[src/rtl/bridge_pkg.sv]
package bridge_pkg;

  typedef enum logic [1:0] {
    ST_IDLE,
    ST_WRITE,
    ST_RDCMD,
    ST_RDWAIT
  } bridgeState_e;

  localparam logic [1:0] RSP_OK    = 2'b00;
  localparam logic [1:0] RSP_ABORT = 2'b10;

  localparam int MAX_LEN_DW = 63;
  localparam int IDX_W      = 7;

  typedef struct packed {
    logic             capHdr;
    logic             loadBeat;
    logic             capRsp;
    logic             abort;
    logic             lastRsp;
    logic [IDX_W-1:0] beatIdx;
  } dpStrobe_t;

endpackage

[src/rtl/bridge_ctrl.sv]
module bridge_ctrl
  import bridge_pkg::*;
#(
  parameter bit BURST_EN = 1'b1,
  parameter int LEN_W    = 10,
  parameter int LANES    = 4
) (
  input  logic             clk,
  input  logic             rstN,
  input  logic             reqValid,
  output logic             reqReady,
  input  logic             reqWrite,
  input  logic [LEN_W-1:0] reqLen,
  input  logic [1:0]       reqOff,
  input  logic             wdValid,
  output logic             wdReady,
  output logic             mmRead,
  output logic             mmWrite,
  input  logic             mmWaitRequest,
  input  logic             mmReadDataValid,
  output dpStrobe_t        strb
);

  localparam int LANE_SH = (LANES > 1) ? $clog2(LANES) : 0;

  bridgeState_e     state;
  logic [IDX_W-1:0] beatsTotal;
  logic [IDX_W-1:0] loadCnt;
  logic [IDX_W-1:0] ackCnt;
  logic             beatFull;

  logic             accept;
  logic             lenBad;
  logic             wrAcc;
  logic             loadNow;
  logic             lastAck;
  logic [7:0]       spanDw;
  logic [IDX_W-1:0] beatsReq;

  // Classify the request against the variant's limits
  always_comb begin
    lenBad = (reqLen == '0) || (reqLen > LEN_W'(MAX_LEN_DW));
    if (!BURST_EN && (reqLen != LEN_W'(1))) lenBad = 1'b1;
  end

  // Beats spanned by the request once the lane offset is counted
  always_comb begin
    spanDw   = {6'b0, reqOff} + {2'b0, reqLen[5:0]} + 8'(LANES - 1);
    beatsReq = IDX_W'(spanDw >> LANE_SH);
  end

  assign reqReady = (state == ST_IDLE);
  assign accept   = reqValid && reqReady;
  assign mmRead   = (state == ST_RDCMD);
  assign mmWrite  = (state == ST_WRITE) && beatFull;
  assign wrAcc    = mmWrite && !mmWaitRequest;
  assign wdReady  = (state == ST_WRITE) && (loadCnt != beatsTotal) &&
                    (!beatFull || wrAcc);
  assign loadNow  = wdReady && wdValid;
  assign lastAck  = (ackCnt == beatsTotal - IDX_W'(1));

  always_comb begin
    strb          = '0;
    strb.capHdr   = accept && !lenBad;
    strb.abort    = accept && lenBad;
    strb.loadBeat = loadNow;
    strb.beatIdx  = loadCnt;
    strb.capRsp   = (state == ST_RDWAIT) && mmReadDataValid;
    strb.lastRsp  = (state == ST_RDWAIT) && mmReadDataValid && lastAck;
  end

  always_ff @(posedge clk or negedge rstN) begin
    if (!rstN) begin
      state      <= ST_IDLE;
      beatsTotal <= '0;
      loadCnt    <= '0;
      ackCnt     <= '0;
      beatFull   <= 1'b0;
    end else begin
      case (state)
        ST_IDLE: begin
          if (accept && !lenBad) begin
            beatsTotal <= beatsReq;
            loadCnt    <= '0;
            ackCnt     <= '0;
            beatFull   <= 1'b0;
            state      <= reqWrite ? ST_WRITE : ST_RDCMD;
          end
        end
        ST_WRITE: begin
          if (loadNow) loadCnt <= loadCnt + IDX_W'(1);
          if (loadNow)    beatFull <= 1'b1;
          else if (wrAcc) beatFull <= 1'b0;
          if (wrAcc) begin
            ackCnt <= ackCnt + IDX_W'(1);
            if (lastAck) state <= ST_IDLE;
          end
        end
        ST_RDCMD: begin
          if (!mmWaitRequest) state <= ST_RDWAIT;
        end
        ST_RDWAIT: begin
          if (mmReadDataValid) begin
            ackCnt <= ackCnt + IDX_W'(1);
            if (lastAck) state <= ST_IDLE;
          end
        end
        default: state <= ST_IDLE;
      endcase
    end
  end

endmodule

[src/rtl/bridge_datapath.sv]
module bridge_datapath
  import bridge_pkg::*;
#(
  parameter int ADDR_W = 32,
  parameter int DATA_W = 128
) (
  input  logic              clk,
  input  logic              rstN,
  input  dpStrobe_t         strb,
  input  logic [ADDR_W-3:0] reqDwAddr,
  input  logic [5:0]        reqLenDw,
  input  logic [3:0]        reqFirstBe,
  input  logic [3:0]        reqLastBe,
  input  logic [1:0]        reqOff,
  input  logic [DATA_W-1:0] wdData,
  output logic [ADDR_W-1:0] mmAddress,
  output logic [5:0]        mmBurstCount,
  output logic [DATA_W/8-1:0] mmByteEnable,
  output logic [DATA_W-1:0] mmWriteData,
  input  logic [DATA_W-1:0] mmReadData,
  output logic              rspValid,
  output logic [1:0]        rspStatus,
  output logic [DATA_W-1:0] rspData,
  output logic              rspLast
);

  localparam int LANES = DATA_W / 32;
  localparam int BE_W  = DATA_W / 8;

  logic [ADDR_W-3:0] addrQ;
  logic [5:0]        lenQ;
  logic [3:0]        fbeQ;
  logic [3:0]        lbeQ;
  logic [1:0]        offQ;
  logic [BE_W-1:0]   beQ;
  logic [DATA_W-1:0] dataQ;

  logic [IDX_W-1:0]  selIdx;
  logic [1:0]        selOff;
  logic [5:0]        selLen;
  logic [3:0]        selFbe;
  logic [3:0]        selLbe;
  logic [7:0]        firstPos;
  logic [7:0]        lastPos;
  logic [BE_W-1:0]   beCalc;

  // At header capture the enables of beat 0 come from the live request
  always_comb begin
    if (strb.capHdr) begin
      selIdx = '0;
      selOff = reqOff;
      selLen = reqLenDw;
      selFbe = reqFirstBe;
      selLbe = reqLastBe;
    end else begin
      selIdx = strb.beatIdx;
      selOff = offQ;
      selLen = lenQ;
      selFbe = fbeQ;
      selLbe = lbeQ;
    end
    firstPos = {6'b0, selOff};
    lastPos  = {6'b0, selOff} + {2'b0, selLen} - 8'd1;
  end

  // One enable nibble per word lane
  for (genvar l = 0; l < LANES; l++) begin : g_lane
    logic [7:0] laneAbs;
    logic       inSpan;
    always_comb begin
      laneAbs = 8'(int'(selIdx) * LANES + l);
      inSpan  = (laneAbs >= firstPos) && (laneAbs <= lastPos);
      if (!inSpan)                beCalc[l*4 +: 4] = 4'h0;
      else if (laneAbs == firstPos) beCalc[l*4 +: 4] = selFbe;
      else if (laneAbs == lastPos)  beCalc[l*4 +: 4] = selLbe;
      else                        beCalc[l*4 +: 4] = 4'hF;
    end
  end

  always_ff @(posedge clk or negedge rstN) begin
    if (!rstN) begin
      addrQ <= '0;
      lenQ  <= '0;
      fbeQ  <= '0;
      lbeQ  <= '0;
      offQ  <= '0;
      beQ   <= '0;
      dataQ <= '0;
    end else if (strb.capHdr) begin
      addrQ <= reqDwAddr;
      lenQ  <= reqLenDw;
      fbeQ  <= reqFirstBe;
      lbeQ  <= reqLastBe;
      offQ  <= reqOff;
      beQ   <= beCalc;
      dataQ <= '0;
    end else if (strb.loadBeat) begin
      beQ   <= beCalc;
      dataQ <= wdData;
    end
  end

  always_ff @(posedge clk or negedge rstN) begin
    if (!rstN) begin
      rspValid  <= 1'b0;
      rspStatus <= RSP_OK;
      rspData   <= '0;
      rspLast   <= 1'b0;
    end else begin
      rspValid <= strb.capRsp || strb.abort;
      if (strb.capRsp) begin
        rspStatus <= RSP_OK;
        rspData   <= mmReadData;
        rspLast   <= strb.lastRsp;
      end else if (strb.abort) begin
        rspStatus <= RSP_ABORT;
        rspData   <= '0;
        rspLast   <= 1'b1;
      end
    end
  end

  assign mmAddress    = {addrQ, 2'b00};
  assign mmBurstCount = lenQ;
  assign mmByteEnable = beQ;
  assign mmWriteData  = dataQ;

endmodule

[src/rtl/req_mm_bridge.sv]
module req_mm_bridge
  import bridge_pkg::*;
#(
  parameter bit BURST_EN = 1'b1,
  parameter int ADDR_W   = 32,
  parameter int LEN_W    = 10,
  localparam int DATA_W  = BURST_EN ? 128 : 32,
  localparam int BE_W    = DATA_W / 8
) (
  input  logic              clk,
  input  logic              rstN,
  input  logic              reqValid,
  output logic              reqReady,
  input  logic              reqWrite,
  input  logic [ADDR_W-1:0] reqAddr,
  input  logic [LEN_W-1:0]  reqLen,
  input  logic [3:0]        reqFirstBe,
  input  logic [3:0]        reqLastBe,
  input  logic              wdValid,
  output logic              wdReady,
  input  logic [DATA_W-1:0] wdData,
  output logic              rspValid,
  output logic [1:0]        rspStatus,
  output logic [DATA_W-1:0] rspData,
  output logic              rspLast,
  output logic              mmRead,
  output logic              mmWrite,
  output logic [ADDR_W-1:0] mmAddress,
  output logic [5:0]        mmBurstCount,
  output logic [BE_W-1:0]   mmByteEnable,
  output logic [DATA_W-1:0] mmWriteData,
  input  logic [DATA_W-1:0] mmReadData,
  input  logic              mmReadDataValid,
  input  logic              mmWaitRequest
);

  localparam int LANES = DATA_W / 32;

  dpStrobe_t  strb;
  logic [1:0] reqOff;

  assign reqOff = (LANES > 1) ? reqAddr[3:2] : 2'b00;

  bridge_ctrl #(
    .BURST_EN(BURST_EN),
    .LEN_W   (LEN_W),
    .LANES   (LANES)
  ) u_ctrl (
    .clk            (clk),
    .rstN           (rstN),
    .reqValid       (reqValid),
    .reqReady       (reqReady),
    .reqWrite       (reqWrite),
    .reqLen         (reqLen),
    .reqOff         (reqOff),
    .wdValid        (wdValid),
    .wdReady        (wdReady),
    .mmRead         (mmRead),
    .mmWrite        (mmWrite),
    .mmWaitRequest  (mmWaitRequest),
    .mmReadDataValid(mmReadDataValid),
    .strb           (strb)
  );

  bridge_datapath #(
    .ADDR_W(ADDR_W),
    .DATA_W(DATA_W)
  ) u_dp (
    .clk         (clk),
    .rstN        (rstN),
    .strb        (strb),
    .reqDwAddr   (reqAddr[ADDR_W-1:2]),
    .reqLenDw    (reqLen[5:0]),
    .reqFirstBe  (reqFirstBe),
    .reqLastBe   (reqLastBe),
    .reqOff      (reqOff),
    .wdData      (wdData),
    .mmAddress   (mmAddress),
    .mmBurstCount(mmBurstCount),
    .mmByteEnable(mmByteEnable),
    .mmWriteData (mmWriteData),
    .mmReadData  (mmReadData),
    .rspValid    (rspValid),
    .rspStatus   (rspStatus),
    .rspData     (rspData),
    .rspLast     (rspLast)
  );

endmodule

[config.mk]
export PLATFORM = sky130hd
export DESIGN_NAME = req_mm_bridge
export DESIGN_NICKNAME = d
export VERILOG_FILES = /design/src/rtl/bridge_pkg.sv /design/src/rtl/bridge_ctrl.sv /design/src/rtl/bridge_datapath.sv /design/src/rtl/req_mm_bridge.sv
export SDC_FILE = /design/constraint.sdc
export NUM_CORES = 1
export LEC_CHECK = 0
export ABC_AREA = 1
export BUFFER_PORTS_ARGS = -buffer_cell sky130_fd_sc_hd__buf_2
export CAP_MARGIN = 20
export CORE_AREA = 2 2 243 245
export DETAILED_ROUTE_END_ITERATION = 10
export DIE_AREA = 0 0 245 247
export PLACE_DENSITY_LB_ADDON = 0.25
export SLEW_MARGIN = 40
export SYNTH_ARGS = -nofsm -noshare
export SYNTH_HDL_FRONTEND = slang
export SYNTH_SLANG_ARGS = --single-unit
[constraint.sdc]
create_clock -name clk -period 4.54 [get_ports clk]
set_clock_uncertainty 0.05 [all_clocks]
set_input_delay 0.454 -clock clk [delete_from_list [all_inputs] [get_ports clk]]
set_output_delay 0.454 -clock clk [all_outputs]
set_load 0.005 [all_outputs]
* Yosys cells after proc, flatten, opt, wreduce, memory -nomap -nowiden
Index checks and enable logic that the tools add are counted.
** Word-level totals
- Memory bits (read-only) :: 0
- Bits in registers :: 345
- Memories kept :: 0
- Latch bits :: 0
- RAM bits :: 0
** Operators by class
- Magnitude comparators :: 9
- Eq/ne operators :: 19
- Muxes and demuxes :: 44
- Divide/modulo/power cells :: 0
- Bitwise logic cells :: 0
- $mul :: 0
- Shift-type cells :: 0
- $add $sub $neg :: 10
- Reductions and logical operators :: 31
** Operator list (count)
- 128-bit two-way mux :: 4
- 4-bit two-way mux :: 14
- 7-bit two-way mux :: 5
- 8-bit by 2-bit equality test with 1-bit output :: 4
- 8-bit equality test :: 4
- 8-bit by 2-bit greater-or-equal comparator with 1-bit output :: 4
- 8-bit less-or-equal comparator :: 4
- 16-bit two-way mux :: 2
- 8-bit by 2-bit adder with 8-bit output (second input constant) :: 3
- 7-bit one-hot mux with 3 select lines :: 1
- 2-bit two-way mux :: 9
- 2-bit by 6-bit adder with 7-bit output :: 2
- 7-bit by 1-bit adder with 7-bit output (second input constant) :: 2
- 1-bit logical AND :: 14
- 7-bit one-hot mux with 2 select lines :: 1
- 10-bit by 6-bit > comparator with 1-bit output (second input constant) :: 1
- 10-bit logical NOT :: 1
- 8-bit by 1-bit adder with 8-bit output (second input constant) :: 1
- 2-bit one-hot mux with 4 select lines :: 1
- 4-bit AND reduction :: 2
- 8-bit by 1-bit subtractor with 8-bit output (second input constant) :: 1
- 7-bit equality test :: 1
- 7-bit by 6-bit != test with 1-bit output :: 1
- 6-bit by 1-bit subtractor with 7-bit output (second input constant) :: 1
- other kinds (15) :: 30

* Depth between registers and ports, before layout
Gate-level depths: netlist of the first run.
- Depth after elaboration :: 13
- Depth in mapped cells :: 35
- Depth with buffers taken out :: 31

* By module
From an unflattened synthesis of the first run, not the netlist that was laid out.
** Unflattened totals
- Cells, all modules :: 1581
- Area total of the unflattened synthesis :: 14833.0 um^2
** Modules (own cells, without submodules)
- bridge_datapath :: instances 1, area each 13060.0 um^2, cells an instance 1310
- bridge_ctrl :: instances 1, area each 1773.0 um^2, cells an instance 271

* Worst setup path after synthesis of the first run
No wires, ideal clock.
- Path kind :: input -> register
- From :: in reqLen[9]
- To :: reg u_dp.beQ[4], in the netlist u_dp.mmByteEnable[4]
- Stages :: 34
- Slack :: -32 ps
- Buffers on the path :: 3
- Data required time :: 4425 ps
- Arrival :: 4458 ps
- Library setup time :: 65 ps
- Cell sequence :: inv_1 nand2_1 nor2_2 nand3_4 inv_1 buf_2 buf_2 buf_2 nand2_1 nand2_1 ha_1 fa_1 inv_1 ha_1 inv_1 nor2_1 nand2_1 nor2_1 nand3_1 nand2_1 inv_1 ha_1 nand2_1 nor2_1 inv_1 nor2_1 inv_1 nor2_1 nand2_1 o21ai_0 nand2_1 nor2_1 nand3_1 nand2_1
** On the way
- Longest elaborated chain between the ends :: 13
** RTL lines
- from (decl) :: line req_mm_bridge.sv:16 : input logic [LEN_W-1:0] reqLen,
- 10-bit by 6-bit > comparator with 1-bit output or 10-bit logical NOT (tied branches) :: line bridge_ctrl.sv:42 : lenBad = (reqLen == '0) || (reqLen > LEN_W'(MAX_LEN_DW));
- 1-bit logical OR (*) :: line bridge_ctrl.sv:42
- 1-bit logical NOT (*) :: line bridge_ctrl.sv:64 : strb.capHdr = accept && !lenBad;
- 1-bit logical AND (*) :: line bridge_ctrl.sv:64
- 6-bit two-way mux (*) :: line bridge_datapath.sv:49 : if (strb.capHdr) begin
- via u_dp.selLen[0] :: line bridge_datapath.sv:40 : logic [5:0] selLen;
- 2-bit by 6-bit adder with 7-bit output (*) :: line bridge_datapath.sv:63 : lastPos = {6'b0, selOff} + {2'b0, selLen} - 8'd1;
- 8-bit by 1-bit subtractor with 8-bit output (*) :: line bridge_datapath.sv:63
- parallel branches: the longest is 3 deep, another holds 8-bit less-or-equal comparator
- 4-bit two-way mux (*) :: line bridge_datapath.sv:73 : if (!inSpan) beCalc[l*4 +: 4] = 4'h0;
- 16-bit two-way mux :: line bridge_datapath.sv:97 : end else if (strb.loadBeat) begin
- 16-bit two-way mux (*) :: line bridge_datapath.sv:89 : end else if (strb.capHdr) begin
- to (signal assigned) :: line bridge_datapath.sv:95 : beQ <= beCalc;
- to (signal assigned) :: line bridge_datapath.sv:98 : beQ <= beCalc;
- to (decl) :: line bridge_datapath.sv:35 : logic [BE_W-1:0] beQ;
Mark *: on every way through the listed nets, which the timed path passes. The select of a mux whose other input is x is not followed.
A chain may end at the register's enable or synchronous reset.

* Worst setup path in the final report of the first run
- From :: reg u_ctrl.state[1]
- To :: reg u_dp.beQ[8], in the netlist u_dp.mmByteEnable[8]
** On the way
- Longest elaborated chain between the ends :: 12
** RTL lines
- from (decl) :: line bridge_ctrl.sv:26 : bridgeState_e state;
- from (signal assigned) :: line bridge_ctrl.sv:87 : state <= reqWrite ? ST_WRITE : ST_RDCMD;
- 2-bit logical NOT (*) :: line bridge_ctrl.sv:52 : assign reqReady = (state == ST_IDLE);
- 1-bit logical AND (*) :: line bridge_ctrl.sv:53 : assign accept = reqValid && reqReady;
- 1-bit logical AND (*) :: line bridge_ctrl.sv:64
- 6-bit two-way mux (*) :: line bridge_datapath.sv:49
- via u_dp.selLen[0] :: line bridge_datapath.sv:40
- 2-bit by 6-bit adder with 7-bit output (*) :: line bridge_datapath.sv:63
- 8-bit by 1-bit subtractor with 8-bit output (*) :: line bridge_datapath.sv:63
- parallel branches: the longest is 3 deep, another holds 8-bit less-or-equal comparator
- 4-bit two-way mux (*) :: line bridge_datapath.sv:73
- 16-bit two-way mux :: line bridge_datapath.sv:97
- 16-bit two-way mux (*) :: line bridge_datapath.sv:89
Marks and branches as above.

==> metrics.txt, run 1 <==
Seq cells post-synth 344; Distinct cells, synth 43; Syn Std Cell Area 14,800 µm²; Remaining Overflow, GRT 0; arrival time worst endpoint 4.55 ns; per-cell routed wire length 17.3 µm; reg-to-reg slack, setup 0.44 ns; CTS Sinks 344; worst flop-to-flop path startpoint u_ctrl.state[1]; Yosys top cell by area dfrtp_1; Async S/R FF share, synth 100%; count of final setup violators 0; status completed; worst slack, placed 0.0924 ns; Final Hold Viols 0; Post-Syn Instances 1,557; Rows 89; Setup WS post-layout 0.442 ns; Global Route Usage Sum 16.1%; Maximum Capacitance Violations 0; Antenna Nets Post-Route 0; Port-buffer cells 625; Worst setup startpoint u_ctrl.state[1]; antenna violations before repair 11; Detailed Route WL 51,200 µm; root buf cell clkbuf_16; leak pwr 11.1 nW; number of remaining DRC errors 0; Core Util, Final 34.9%; worst min-delay path startpoint mmReadData[63]; hold path depth 3; Clock transition at path regs 0.06 ns; Longest Clk Path Bufs 3; Register-to-Register Path Depth 30; critical-path maximum fanout 7; Syn Area/Cell 9.54 µm²; Detailed Route Iter0 Violations 652; Layout area overhead 36.9%; layout cell share with drive strength beyond 1 35.3%; Die Y 247 µm; vias per cell 4.57; fin cells 2,969; Slowest-stage cell, CP fa_1; CP Launch Type flop; sequential area share after synthesis 58.0%; I/O pins 631; Worst Path Required 4.99 ns; RSZ-0062 raised after global routing no; largest net degree at the start of global routing 97; Peak VDD IR 307 µV; power per cell area 716 nW/µm²; core area 58,200 µm²; final critical-path required period 4.10 ns; Max Clock Freq 244 MHz; crit end category flop; fin crit share 90.3%; delay-heaviest family, CP simple AND/OR/NAND/NOR gates; total CTS buffers 41; CP peak stage delay 0.44 ns; Initial Util 25.5%; CTS tree yes; CP bufs+invs 7; width of the die 245 µm; Placed Cells incl. Taps 2,878; reg-to-reg endpoint u_dp.mmByteEnable[8]; Hold Crit Class in2reg; first-pass GRT wire length 76,900 µm; Setup TNS 0 ns; most common cell in the netlist nand2_1; Pre-antenna DRT Iters 5; Top FF cell, synth dfrtp_1; most used cell, CP nand2_1; Slew Limit Fails 0; hpwl dp 37,200 µm; critical path class reg2reg; top cell type's share of synthesized area 58.0%; Yosys warnings 0; Slew headroom 45.1%; vias in the first global route 13.7k; Synth top cells by count 513 x nand2_1, 344 x dfrtp_1, 173 x nand3_1; vias 13.6k; Worst Tran Pin Value 0.823 ns; Tot Pwr 14.6 mW; Hold EP u_dp.rspData[63]; die area 60,500 µm²; H-tree Lvls 2; Post-synth EDFFs 0; Final Wtd Congestion 0.801; Final nets 2,495; Clock Latency Late Sink 0.56 ns; top cells by area, synth dfrtp_1 58%, nand2_1 13%, a32o_1 8.6%
[power breakdown]
group | switching, mW | leakage (nW) | internal [mW]
Sequential | 0.833 | 4.42 | 4.55
Clock | 1.35 | 0.671 | 1.98
Combinational | 3.34 | 6.01 | 2.49
Total | 5.53 | 11.1 | 9.03
[cell type report]
class | instances | area, µm²
diodes | 3 | 7.51
clock inverters | 16 | 173
multi-input cells | 1031 | 5560
fillers | 6096 | 37900
repair buffers | 662 | 3510
inverters | 82 | 320
well taps | 773 | 967
clock buffers | 58 | 1180
flip-flops and latches | 344 | 8610
[placed cells by master (no fill, tap or decap), drive strengths merged, types with 4 or more instances in the layout]
cell         Yosys  final
a21oi           14     14
a32o           128    128
buf             32    654
clkbuf          71     58
clkinv           1     10
dfrtp          344    344
dlygate4sd3      0      8
ha              18     18
inv             81     84
nand2          524    524
nand3          176    177
nand4           10     10
nor2            66     66
nor3            12     12
o211ai           4      4
o21ai           40     40
or2              5      5
xnor2            5      5
xor2            16     16
[registers in the layout, indices dropped and copies added (netlist names), 6 cells and up]
signal	count
u_ctrl.beatsTotal	6
u_dp.mmByteEnable	16
u_ctrl.ackCnt	7
u_ctrl.loadCnt	7
u_dp.rspData	128
u_dp.mmWriteData	128
u_dp.mmBurstCount	6
u_dp.addrQ	30
[layer usage]
metal	vias up	share of wire, %	GRT usage, %
met5	-	0.16	0
met4	14	3.1	5.51
met3	103	8.2	5.65
met2	449	49	27.5
met1	6546	39	18.7
li1	6455	-	-
[tightest hold or removal path, cell delays in order]
cell and delay, ns:
buf_2 0.07, nand2_1 0.04, nand2_1 0.05
[repair_timing]
| item | 4_1_cts | 5_1_grt |
|---|---|---|
| buffers inserted | 0 | 4 |
| resized for setup | 0 | 14 |
| hold buffers | 8 | 0 |
| hold endpoints to repair | 97 | 0 |
| setup endpoints to repair | 0 | 16 |
[cell families (layout without fill, tap and decap cells)]
kind of cell	count (synthesis)	in the layout	synth area share (%)
other	1	6	0.0253
adders and majority gates	20	20	1.79
DFF	344	344	58.0
and+or+nand+nor	795	796	22.9
AOI/OAI and AO/OA	191	191	11.0
xor gates and xnor gates	21	21	1.24
buffers and inverters	185	818	5.11
[metrics by stage]
stage	hold WS [ns]	area (µm²)
global placement	0.406	18800
finish	0.0406	20300
detailed placement	0.412	18800
floorplan	0.108	14900
CTS	0.000177	20200
global route	0.0186	20300
[how the worst max path moves through the flow]
stage	depth (start not counted)	to	slack, ns
2_1_floorplan	35	u_dp.mmByteEnable[4]	0.02
3_3_place_gp	31	u_dp.mmByteEnable[7]	0.17
3_5_place_dp	31	u_dp.mmByteEnable[5]	0.09
4_1_cts	31	u_dp.mmByteEnable[5]	0.08
5_1_grt	30	u_dp.mmByteEnable[10]	0.01
6_report	30	u_dp.mmByteEnable[8]	0.44
(Power assumes the default switching activity.)
==> run 2, diff against run 1 <==
CORE_AREA = 2 2 244 246   (was 2 2 243 245)
DIE_AREA = 0 0 246 248   (was 0 0 245 247)
SYNTH_HIERARCHICAL = 1   (was unset)
clock period = 4.8 ns   (was 4.54 ns; I/O delays follow)
==> metrics.txt, run 2 <==
Core Util, Final 34.3% (-0.62 points); reg-to-reg endpoint u_dp/mmByteEnable[1]; CP bufs+invs 5 (-2); Remaining Overflow, GRT 0 (unchanged); Rows 89 (unchanged); power per cell area 645 nW/µm² (-9.9%); CP Launch Type flop; final hold slack 0.0828 ns (+0.0421 ns); Post-Syn Instances 1,581 (+1.5%); worst slack, placed 0.263 ns (+0.171 ns); fin crit share 91.9% (+1.6 points); leak pwr 11.3 nW (+1.9%); Detailed Route Iter0 Violations 671 (+2.9%); Final Wtd Congestion 0.860 (+7.3%); Clock Latency Late Sink 0.54 ns (-0.02 ns); Initial Util 25.4% (-0.12 points); Post-synth EDFFs 0 (unchanged); design area 20,000 µm² (-1.4%); Metal-1 WL 21,700 µm (+8.4%); antenna violations before repair 23 (+12); Slew Limit Fails 0 (unchanged); Longest Clk Path Bufs 3 (unchanged); number of fill cells 6,094 (-0.033%); H-tree Lvls 2 (unchanged); hold path depth 3 (unchanged); CTS tree yes; Register-to-Register Path Depth 26 (-13%); hpwl dp 39,100 µm (+5.1%); fin cells 2,987 (+0.61%); CP peak stage delay 0.49 ns (+0.05 ns); layout cell share with drive strength beyond 1 34.5% (-0.83 points); Synth top cells by count 549 x nand2_1, 343 x dfrtp_1, 179 x nand3_1; count of final setup violators 0 (unchanged); most frequent cells in the layout 624 x buf_2, 549 x nand2_1, 343 x dfrtp_1, 179 x nand3_1, 128 x a22o_1; Tot Pwr 12.9 mW (-11%); final critical-path required period 4.41 ns (+0.311 ns); Worst Path Required 5.19 ns (+0.20 ns); area of the multi-input gates 5460 µm² (-1.9%); top cell type's share of synthesized area 57.9% (-0.11 points); most used cell, CP nand2_1; top cells by area, synth dfrtp_1 58%, nand2_1 14%, a22o_1 7.6%; I/O pins 631 (unchanged); total CTS buffers 42 (+2.4%); per-cell routed wire length 17.7 µm (+2.7%); Worst Tran Pin Value 0.772 ns (-0.0516 ns); vias per cell 4.50 (-1.6%); delay-heaviest family, CP simple AND/OR/NAND/NOR gates; Slowest-stage cell, CP dfrtp_1; Setup TNS 0 ns (unchanged); Seq cells post-synth 343 (-0.29%); Port-buffer cells 625 (unchanged); Final Hold Viols 0 (unchanged); Pre-antenna DRT Iters 5 (unchanged); number of remaining DRC errors 0 (unchanged); met3 wire length 4200 µm (-0.19%); Antenna Nets Post-Route 0 (unchanged); Detailed Route WL 52,900 µm (+3.3%); reg-to-reg slack, setup 0.39 ns (-0.05 ns); commonest non-fill, non-tap cell in the layout buf_2; critical path class reg2reg; vias 13.4k (-1.0%); met2 wire length 25,400 µm (about the same); Syn Std Cell Area 14,800 µm² (-0.10%); RSZ-0062 raised after global routing no; worst flop-to-flop path startpoint u_ctrl/state[0]; largest net degree at the start of global routing 139 (+43%); Final nets 2,515 (+0.80%); critical-path maximum fanout 11 (+4); Hold EP u_dp/addrQ[24]; Async S/R FF share, synth 100% (unchanged); first-pass GRT wire length 77,900 µm (+1.3%); root buf cell clkbuf_16; highest routed layer met5; arrival time worst endpoint 4.80 ns (+0.25 ns); Die Y 248 µm (+0.40%); Slew headroom 48.6% (+3.4 points); Yosys top cell by area dfrtp_1; Placed Cells incl. Taps 2,907 (+1.0%); Layout area overhead 35.1%; Clock transition at path regs 0.06 ns (about the same); core area 58,500 µm² (+0.38%); width of the die 246 µm (+0.41%); worst min-delay path startpoint reqAddr[26]; Top FF cell, synth dfrtp_1; Maximum Capacitance Violations 0 (unchanged); status completed; Yosys warnings 6 (+6); CTS Sinks 343 (-0.29%); Syn Area/Cell 9.38 µm² (-1.6%); most common cell in the netlist nand2_1; post-CTS setup buffers 0 (unchanged); Peak VDD IR 329 µV (+7.1%); DP Area 18,700 µm² (-0.37%); die area 61,000 µm² (+0.81%); crit end category flop; FF/Latch Area 8580 µm² (-0.29%); Hold Crit Class in2reg; Distinct cells, synth 43 (unchanged); sequential area share after synthesis 57.9% (-0.11 points); Global Route Usage Sum 16.4% (+0.32 points); vias in the first global route 13.1k (-3.7%); Max Clock Freq 227 MHz (-7.0%); Setup WS post-layout 0.391 ns (-0.0506 ns)
## run 2: cell types whose count changed in the layout (fill, tap and decap cells not counted), sizes merged, moves of 7 or more
cell and change:
nor2 -8, a32o -128, a22o +128, nor3 -7, nand2 +40, dlygate4sd3 -7, inv +12, buf -11
## run 2: metal layers
| layer | GRT usage (%) | vias to the layer above |
|---|---|---|
| met1 | 20.8 | 6424 |
| met3 | 4.96 | 116 |
| met4 | 6.22 | 16 |
| met5 | 0 | - |
| met2 | 26.3 | 492 |
| li1 | - | 6379 |
## run 2: area by class of cell
class,count,area share [%]
flip-flops and latches,343,42.8
multi-input cells,1051,27.2
repair buffers,644,16.7
clock buffers,60,6.08
well taps,773,4.82
inverters,97,1.85
clock inverters,13,0.462
diodes,6,0.0749
## run 2: cells by family after synthesis
logic type	share of synthesized area (%)
other	0.0253
flip-flops	57.9
XOR/XNOR	0.827
AO/OA/AOI/OAI	9.64
AND/OR/NAND/NOR	24.0
buffers and inverters	5.57
adder cells (fa/ha/maj)	2.04
## run 2: worst max path at each step
stage,end,slack (ns),depth (start not counted),startpoint
global route,u_dp/mmByteEnable[12],0.04,26,u_ctrl/state[0]
detailed placement,u_dp/mmByteEnable[0],0.26,27,reqLen[8]
finish,u_dp/mmByteEnable[1],0.39,26,u_ctrl/state[0]
CTS,u_dp/mmByteEnable[0],0.38,26,u_ctrl/state[0]
floorplan,u_dp/mmByteEnable[0],0.43,29,reqLen[8]
global placement,u_dp/mmByteEnable[1],0.30,27,reqLen[8]
## run 2: worst register-to-register path: cells and delay by family (launching register included)
kind / cells / cell delay (ns)
AO/OA/AOI/OAI: 3 / 0.43
AND/OR/NAND/NOR: 13 / 1.47
buffers and inverters: 5 / 0.54
adder cells (fa/ha/maj): 4 / 1.15
XOR/XNOR: 1 / 0.16
flip-flops: 1 / 0.49
## run 2: power by group
part           leakage, nW  internal (mW)  switching, mW  total (mW)
combinational         6.36           2.10           2.92        5.02
clock                0.646           1.76           1.24        3.01
sequential            4.31           4.16          0.748        4.91
## run 2: what timing repair did
action,CTS,global route
gates resized for setup,0,1
endpoints found under the hold margin,93,0
hold buffers,1,0
setup endpoints to repair,0,3
